$ cat src/rtl/dcp_pkg.sv
package dcp_pkg;
  localparam int DATA_W  = 8;
  localparam int DIP_N   = 8;
  localparam int COIN_N  = 2;
  localparam int BIT_STB = 0;
  localparam int BIT_SHR = 1;
  localparam int BIT_BNK = 2;

  typedef struct packed {
    logic bank;
    logic share;
    logic strobe;
  } ctl_t;
endpackage

$ cat src/rtl/dcp_ctl_regs.sv
module dcp_ctl_regs
  import dcp_pkg::*;
#(
  parameter int ADDR_W = 16,
  parameter logic [ADDR_W-1:0] PORT_ADDR = 16'h4016
) (
  input  logic              clk,
  input  logic              rst,
  input  logic [ADDR_W-1:0] addr,
  input  logic              wr,
  input  logic [DATA_W-1:0] wdata,
  output ctl_t              ctl
);
  logic hit;
  logic unused_hi;

  assign hit       = wr && (addr == PORT_ADDR);
  assign unused_hi = ^wdata[DATA_W-1:BIT_BNK+1];

  always_ff @(posedge clk) begin
    if (rst) begin
      ctl <= '0;
    end else if (hit) begin
      ctl.strobe <= wdata[BIT_STB];
      ctl.share  <= wdata[BIT_SHR];
      ctl.bank   <= wdata[BIT_BNK];
    end
  end

  assert_share_latch_R3: assert property (@(posedge clk) disable iff (rst)
    hit |=> (ctl.share == $past(wdata[BIT_SHR])));

  assert_hold_R2: assert property (@(posedge clk) disable iff (rst)
    !hit |=> $stable(ctl));
endmodule

$ cat src/rtl/dcp_read_mux.sv
module dcp_read_mux
  import dcp_pkg::*;
#(
  parameter int ADDR_W = 16,
  parameter logic [ADDR_W-1:0] PORT_R = 16'h4016,
  parameter logic [ADDR_W-1:0] PORT_L = 16'h4017
) (
  input  logic              clk,
  input  logic              rst,
  input  logic [ADDR_W-1:0] addr,
  input  logic              rd,
  input  logic              socket_sec,
  input  logic              pad_left,
  input  logic              pad_right,
  input  logic [COIN_N-1:0] coin,
  input  logic              service,
  input  logic [DIP_N-1:0]  dip,
  output logic [DATA_W-1:0] rdata,
  output logic              valid,
  output logic              clk_l,
  output logic              clk_r
);
  localparam int HI_DIPS = DIP_N - 2;

  logic              hit_r, hit_l;
  logic [DATA_W-1:0] byte_r, byte_l;

  assign hit_r = rd && (addr == PORT_R);
  assign hit_l = rd && (addr == PORT_L);

  // right player byte: socket, coins, low switches, service, zero, data
  always_comb begin
    byte_r    = '0;
    byte_r[7] = socket_sec;
    byte_r[6] = coin[1];
    byte_r[5] = coin[0];
    byte_r[4] = dip[1];
    byte_r[3] = dip[0];
    byte_r[2] = service;
    byte_r[1] = 1'b0;
    byte_r[0] = pad_right;
  end

  // left player byte: upper switches descend from bit 7
  always_comb begin
    byte_l    = '0;
    byte_l[1] = 1'b0;
    byte_l[0] = pad_left;
    for (int i = 0; i < HI_DIPS; i++) begin
      byte_l[2+i] = dip[2+i];
    end
  end

  always_ff @(posedge clk) begin
    if (rst) begin
      rdata <= '0;
      valid <= 1'b0;
      clk_l <= 1'b0;
      clk_r <= 1'b0;
    end else begin
      valid <= hit_r || hit_l;
      clk_r <= hit_r;
      clk_l <= hit_l;
      if (hit_r)      rdata <= byte_r;
      else if (hit_l) rdata <= byte_l;
    end
  end

  assert_zero_bit_R6: assert property (@(posedge clk) disable iff (rst)
    valid |-> (rdata[1] == 1'b0));

  assert_valid_after_read_R8: assert property (@(posedge clk) disable iff (rst)
    (hit_r || hit_l) |=> valid);

  assert_one_clock_R9: assert property (@(posedge clk) disable iff (rst)
    $onehot0({clk_l, clk_r}));

  assert_clock_with_valid_R9: assert property (@(posedge clk) disable iff (rst)
    (clk_l || clk_r) |-> valid);
endmodule

$ cat src/rtl/dcp_ram_gate.sv
module dcp_ram_gate #(
  parameter int ADDR_W = 16,
  parameter int WIN_AW = 13,
  parameter int RAM_AW = 11,
  parameter logic [ADDR_W-1:0] WIN_BASE = 16'h6000
) (
  input  logic              clk,
  input  logic              rst,
  input  logic [ADDR_W-1:0] addr,
  input  logic              rd,
  input  logic              wr,
  input  logic              socket_sec,
  input  logic              owner,
  output logic              cs,
  output logic              we,
  output logic [RAM_AW-1:0] ram_addr,
  output logic              open_bus
);
  localparam int TAG_W = ADDR_W - WIN_AW;

  logic in_win, access;

  assign in_win   = (addr[ADDR_W-1:WIN_AW] == WIN_BASE[ADDR_W-1:WIN_AW]);
  assign access   = socket_sec ? !owner : owner;
  assign cs       = in_win && access && (rd || wr);
  assign we       = cs && wr;
  assign ram_addr = addr[RAM_AW-1:0];

  always_ff @(posedge clk) begin
    if (rst) open_bus <= 1'b0;
    else     open_bus <= rd && in_win && !access;
  end

  assert_cs_in_window_R10: assert property (@(posedge clk) disable iff (rst)
    cs |-> (addr[ADDR_W-1:WIN_AW] == TAG_W'(WIN_BASE >> WIN_AW)));

  assert_float_R11: assert property (@(posedge clk) disable iff (rst)
    (rd && in_win && !access) |=> open_bus);

  assert_no_cs_float_R11: assert property (@(posedge clk) disable iff (rst)
    open_bus |-> $past(!cs));
endmodule

$ cat src/rtl/dual_cpu_port.sv
module dual_cpu_port
  import dcp_pkg::*;
#(
  parameter int ADDR_W  = 16,
  parameter int WIN_AW  = 13,
  parameter int RAM_AW  = 11,
  parameter bit PRG_40K = 1'b1,
  parameter logic [ADDR_W-1:0] PORT_R   = 16'h4016,
  parameter logic [ADDR_W-1:0] PORT_L   = 16'h4017,
  parameter logic [ADDR_W-1:0] WIN_BASE = 16'h6000
) (
  input  logic              clk,
  input  logic              rst,
  input  logic [ADDR_W-1:0] bus_addr_i,
  input  logic              bus_rd_i,
  input  logic              bus_wr_i,
  input  logic [DATA_W-1:0] bus_wdata_i,
  input  logic              socket_sec_i,
  input  logic              owner_i,
  input  logic              pad_left_i,
  input  logic              pad_right_i,
  input  logic [COIN_N-1:0] coin_i,
  input  logic              service_i,
  input  logic [DIP_N-1:0]  dip_i,
  output logic              pad_strobe_o,
  output logic              pad_left_clk_o,
  output logic              pad_right_clk_o,
  output logic              peer_irq_n_o,
  output logic              grant_o,
  output logic              chr_bank_o,
  output logic              prg_bank_o,
  output logic [DATA_W-1:0] port_rdata_o,
  output logic              port_valid_o,
  output logic              ram_cs_o,
  output logic              ram_we_o,
  output logic [RAM_AW-1:0] ram_addr_o,
  output logic              open_bus_o
);
  ctl_t ctl;

  dcp_ctl_regs #(.ADDR_W(ADDR_W), .PORT_ADDR(PORT_R)) u_regs (
    .clk(clk), .rst(rst), .addr(bus_addr_i), .wr(bus_wr_i),
    .wdata(bus_wdata_i), .ctl(ctl)
  );

  dcp_read_mux #(.ADDR_W(ADDR_W), .PORT_R(PORT_R), .PORT_L(PORT_L)) u_rd (
    .clk(clk), .rst(rst), .addr(bus_addr_i), .rd(bus_rd_i),
    .socket_sec(socket_sec_i), .pad_left(pad_left_i), .pad_right(pad_right_i),
    .coin(coin_i), .service(service_i), .dip(dip_i),
    .rdata(port_rdata_o), .valid(port_valid_o),
    .clk_l(pad_left_clk_o), .clk_r(pad_right_clk_o)
  );

  dcp_ram_gate #(.ADDR_W(ADDR_W), .WIN_AW(WIN_AW), .RAM_AW(RAM_AW),
                 .WIN_BASE(WIN_BASE)) u_gate (
    .clk(clk), .rst(rst), .addr(bus_addr_i), .rd(bus_rd_i), .wr(bus_wr_i),
    .socket_sec(socket_sec_i), .owner(owner_i),
    .cs(ram_cs_o), .we(ram_we_o), .ram_addr(ram_addr_o), .open_bus(open_bus_o)
  );

  assign pad_strobe_o = ctl.strobe;
  assign peer_irq_n_o = ctl.share;
  assign grant_o      = ctl.share;
  assign chr_bank_o   = ctl.bank;

  generate
    if (PRG_40K) begin : g_prg_switch
      assign prg_bank_o = ctl.bank;
    end else begin : g_prg_fixed
      assign prg_bank_o = 1'b0;
    end
  endgenerate

  assert_irq_with_grant_R3: assert property (@(posedge clk) disable iff (rst)
    (peer_irq_n_o == grant_o));

  assert_reset_clear_R1: assert property (@(posedge clk)
    $past(rst) |-> (!peer_irq_n_o && !pad_strobe_o && !chr_bank_o));
endmodule

$ cat config.mk
export PLATFORM = sky130hd
export DESIGN_NAME = dual_cpu_port
export DESIGN_NICKNAME = d
export VERILOG_FILES = /design/src/rtl/dcp_pkg.sv /design/src/rtl/dcp_ctl_regs.sv /design/src/rtl/dcp_read_mux.sv /design/src/rtl/dcp_ram_gate.sv /design/src/rtl/dual_cpu_port.sv
export SDC_FILE = /design/constraint.sdc
export NUM_CORES = 1
export LEC_CHECK = 0
export BUFFER_PORTS_ARGS = -buffer_cell sky130_fd_sc_hd__buf_2
export CAP_MARGIN = 10
export CORE_AREA = 2 2 50 52
export CTS_BUF_LIST = sky130_fd_sc_hd__clkbuf_8 sky130_fd_sc_hd__clkbuf_16
export DETAILED_ROUTE_END_ITERATION = 7
export DIE_AREA = 0 0 52 54
export PLACE_DENSITY = 0.86
export SYNTH_ARGS = -nofsm -noshare
export SYNTH_HDL_FRONTEND = slang
export SYNTH_SLANG_ARGS = --single-unit
$ cat constraint.sdc
create_clock -name clk -period 2.42 [get_ports clk]
set_input_delay 0.484 -clock clk [delete_from_list [all_inputs] [get_ports clk]]
set_output_delay 0.484 -clock clk [all_outputs]
set_load 0.05 [all_outputs]
==> key figures <==
Status
  • Run status: finished clean

Final layout
  • Share of layout cells above drive strength 1: 58.2%
  • Fin cells: 171
  • Filler cells: 244
  • NumNets Final: 186
  • # diodes: 0
  • Fin util: 46.4%
  • Final non-filler cell area: 1080 sq um
  • Most frequent cells in the layout: buf_2, dfxtp_1, nand3_1, a21oi_1, o21ai_1
  • Synth-to-Final Area Change: 36.9%
  • Leading cell type in the layout, fill and taps excluded: buf_2

STA
  • Final hold slack: 0.475 ns
  • Setup TNS: 0 ns
  • Setup ws final: 0.547 ns
  • Setup Skew: 0 ns
  • Final hold violations: 0
  • RSZ-0062 raised after global routing: false
  • Final Critical Period: 1.87 ns
  • Fmax achieved: 534 MHz
  • Period Utilization, post-route: 77.4%
  • Final setup viols: 0
  • Final Max Slew Viols: 0

CTS
  • Post-CTS Setup Repair Bufs: 0
  • Worst-path clk slew: 0.05 ns
  • Root buf cell: clkbuf_8
  • CTS Buf Count: 3
  • CTS tree: yes
  • Worst skew pair latency: 0.23 ns
  • Max Root-Sink Buffers: 2
  • CTS Hold Bufs: 0
  • CTS-repair resized insts: 0
  • CTS sink cnt: 14
  • H-tree levels: 1

Power and ir drop
  • Power density over the cells: 489 nW/um^2
  • Power, Total: 527 uW
  • Peak VDD IR: 0.243 mV
  • Leakage: 0.516 nW

Synth
  • Synth area leaders: dfxtp_1, buf_4, mux2_2
  • Post-Syn Area per Cell: 8.74 sq um
  • Synthesized area: 787 sq um
  • Count of different cell masters after synthesis: 28
  • Top cell type's share of synthesized area: 35.6%
  • Post-synthesis sequential area ratio: 35.6%
  • Synth area leader: dfxtp_1
  • Cells after synthesis: 90
  • Post-Syn Nets: 133
  • FF+latch count, synth: 14
  • YS warnings: 0

Setup path
  • Worst R2R Start: u_regs.ctl[2]$_SDFFE_PP0P_
  • RR Endpoint: u_regs.ctl[2]$_SDFFE_PP0P_
  • R2R setup slack: 1.82 ns
  • Worst path required time: 2.54 ns
  • CP startpoint: bus_addr_i[10]
  • Crit. End Element: register
  • FF-to-FF path depth: 2
  • Critical path class: primary input to register
  • Critical Path Fanout Max: 10
  • Worst Path Arrival: 1.99 ns
  • CP startpoint kind: primary input

Global routing
  • GRT Total Usage: 14.3%
  • First-pass GRT wire length: 2.91 mm
  • Grt ovf: 0
  • Initial antenna violation count: 0
  • Vias in the first global route: 677
  • Pin count of the biggest net entering global routing: 15

Place
  • PortBufs: 66
  • Inst Count DP: 168
  • Gpl congestion: 0.675
  • Placed cell area: 1040 sq um
  • Post-place setup slack: 0.289 ns

Floorplan
  • Initial Util: 33.9%
  • Die width: 52 um
  • CORE AREA: 2320 sq um
  • Die ar.: 2810 sq um
  • Num ports: 73
  • FP Rows: 18
  • Die height: 54 um

Drt
  • Detail Route Antenna Nets: 0
  • Routed wire per std cell: 11.1 um
  • DR DRC count: 0
  • DR vias: 834
  • TritonRoute pass-1 iters: 4
  • Via density: 4.88
  • First DRT Iteration DRCs: 13
  • Final WL: 1.91 mm

Worst hold path
  • Hold path depth: 2
  • Worst Hold Launch: u_rd.rdata[2]$_SDFFE_PP0P_
  • Worst Hold Endpoint: u_rd.rdata[2]$_SDFFE_PP0P_
  • HP Class: register to register

Flow run
  • MaxCap Viol Count: 0
## area by class of cell
| class | instances | area, sq um | area share [%] |
|---|---|---|---|
| Clock buffer | 3 | 41.3 | 3.83 |
| Inverter | 1 | 3.75 | 0.348 |
| Multi-Input combinational cell | 56 | 377 | 35.0 |
| Sequential cell | 14 | 280 | 26.0 |
| Tap cell | 30 | 37.5 | 3.48 |
| Timing Repair Buffer | 67 | 338 | 31.4 |
## worst max-delay path by stage
stage                                 endpoint  slack (ns)  cells after the start
floorplan           u_regs.ctl[1]$_SDFFE_PP0P_        0.42                      5
global placement    u_regs.ctl[0]$_SDFFE_PP0P_        0.30                      5
detailed placement  u_regs.ctl[2]$_SDFFE_PP0P_        0.29                      5
CTS                 u_regs.ctl[2]$_SDFFE_PP0P_        0.54                      5
global route        u_regs.ctl[2]$_SDFFE_PP0P_        0.46                      5
finish              u_regs.ctl[1]$_SDFFE_PP0P_        0.55                      5
## cells in the mapped netlist
cell,number
a21oi_1,10
and2_1,1
buf_2,1
buf_4,14
buf_6,1
clkbuf_1,3
conb_1,1
dfxtp_1,14
inv_1,1
mux2_2,7
nand2_1,1
nand3_1,10
nand3b_1,2
nor2_1,2
nor2b_1,1
nor3_1,1
nor3b_1,1
nor4_1,1
nor4b_1,1
o21a_1,1
o21ai_1,9
o21ai_2,1
or2b_2,1
or4_1,1
or4_4,1
or4b_1,1
or4b_4,1
xnor2_1,1
## power by group
| part | total, mW | internal [mW] | switching (mW) |
|---|---|---|---|
| registers | 0.231 | 0.231 | 0.0000416 |
| clock network | 0.181 | 0.110 | 0.0718 |
| logic | 0.115 | 0.0424 | 0.0726 |
| total | 0.527 | 0.383 | 0.144 |
## per-layer routing
layer	wire [um]	share of wire (%)	GRT usage, %
met3	222	12	3.61
met1	739	39	16.1
met2	943	50	26.4
met5	0	0	0
met4	0	0	3.95
## critical path: stages
cell     delay, ns
buf_2         0.11
or4b_4        0.53
or4_4         0.63
o21ai_1       0.16
a21oi_1       0.07
## logic make-up (layout without fill, tap and decap cells)
kind of cell,after synthesis,count (layout),share of synthesized area (%)
other,1,1,0.476
xor gates and xnor gates,1,1,1.11
muxes,7,7,10.0
DFF,14,14,35.6
buffers and inverters,20,71,17.3
and+or+nand+nor,26,26,21.3
AOI/OAI and AO/OA,21,21,14.1
## flip-flops by register name, indices dropped and copies added, names as in the netlist
register	count
u_rd.clk_r	1
u_rd.valid	1
u_rd.clk_l	1
u_regs.ctl	3
u_gate.open_bus	1
u_rd.rdata	7
Note: power is estimated with default switching activity, not from simulation.
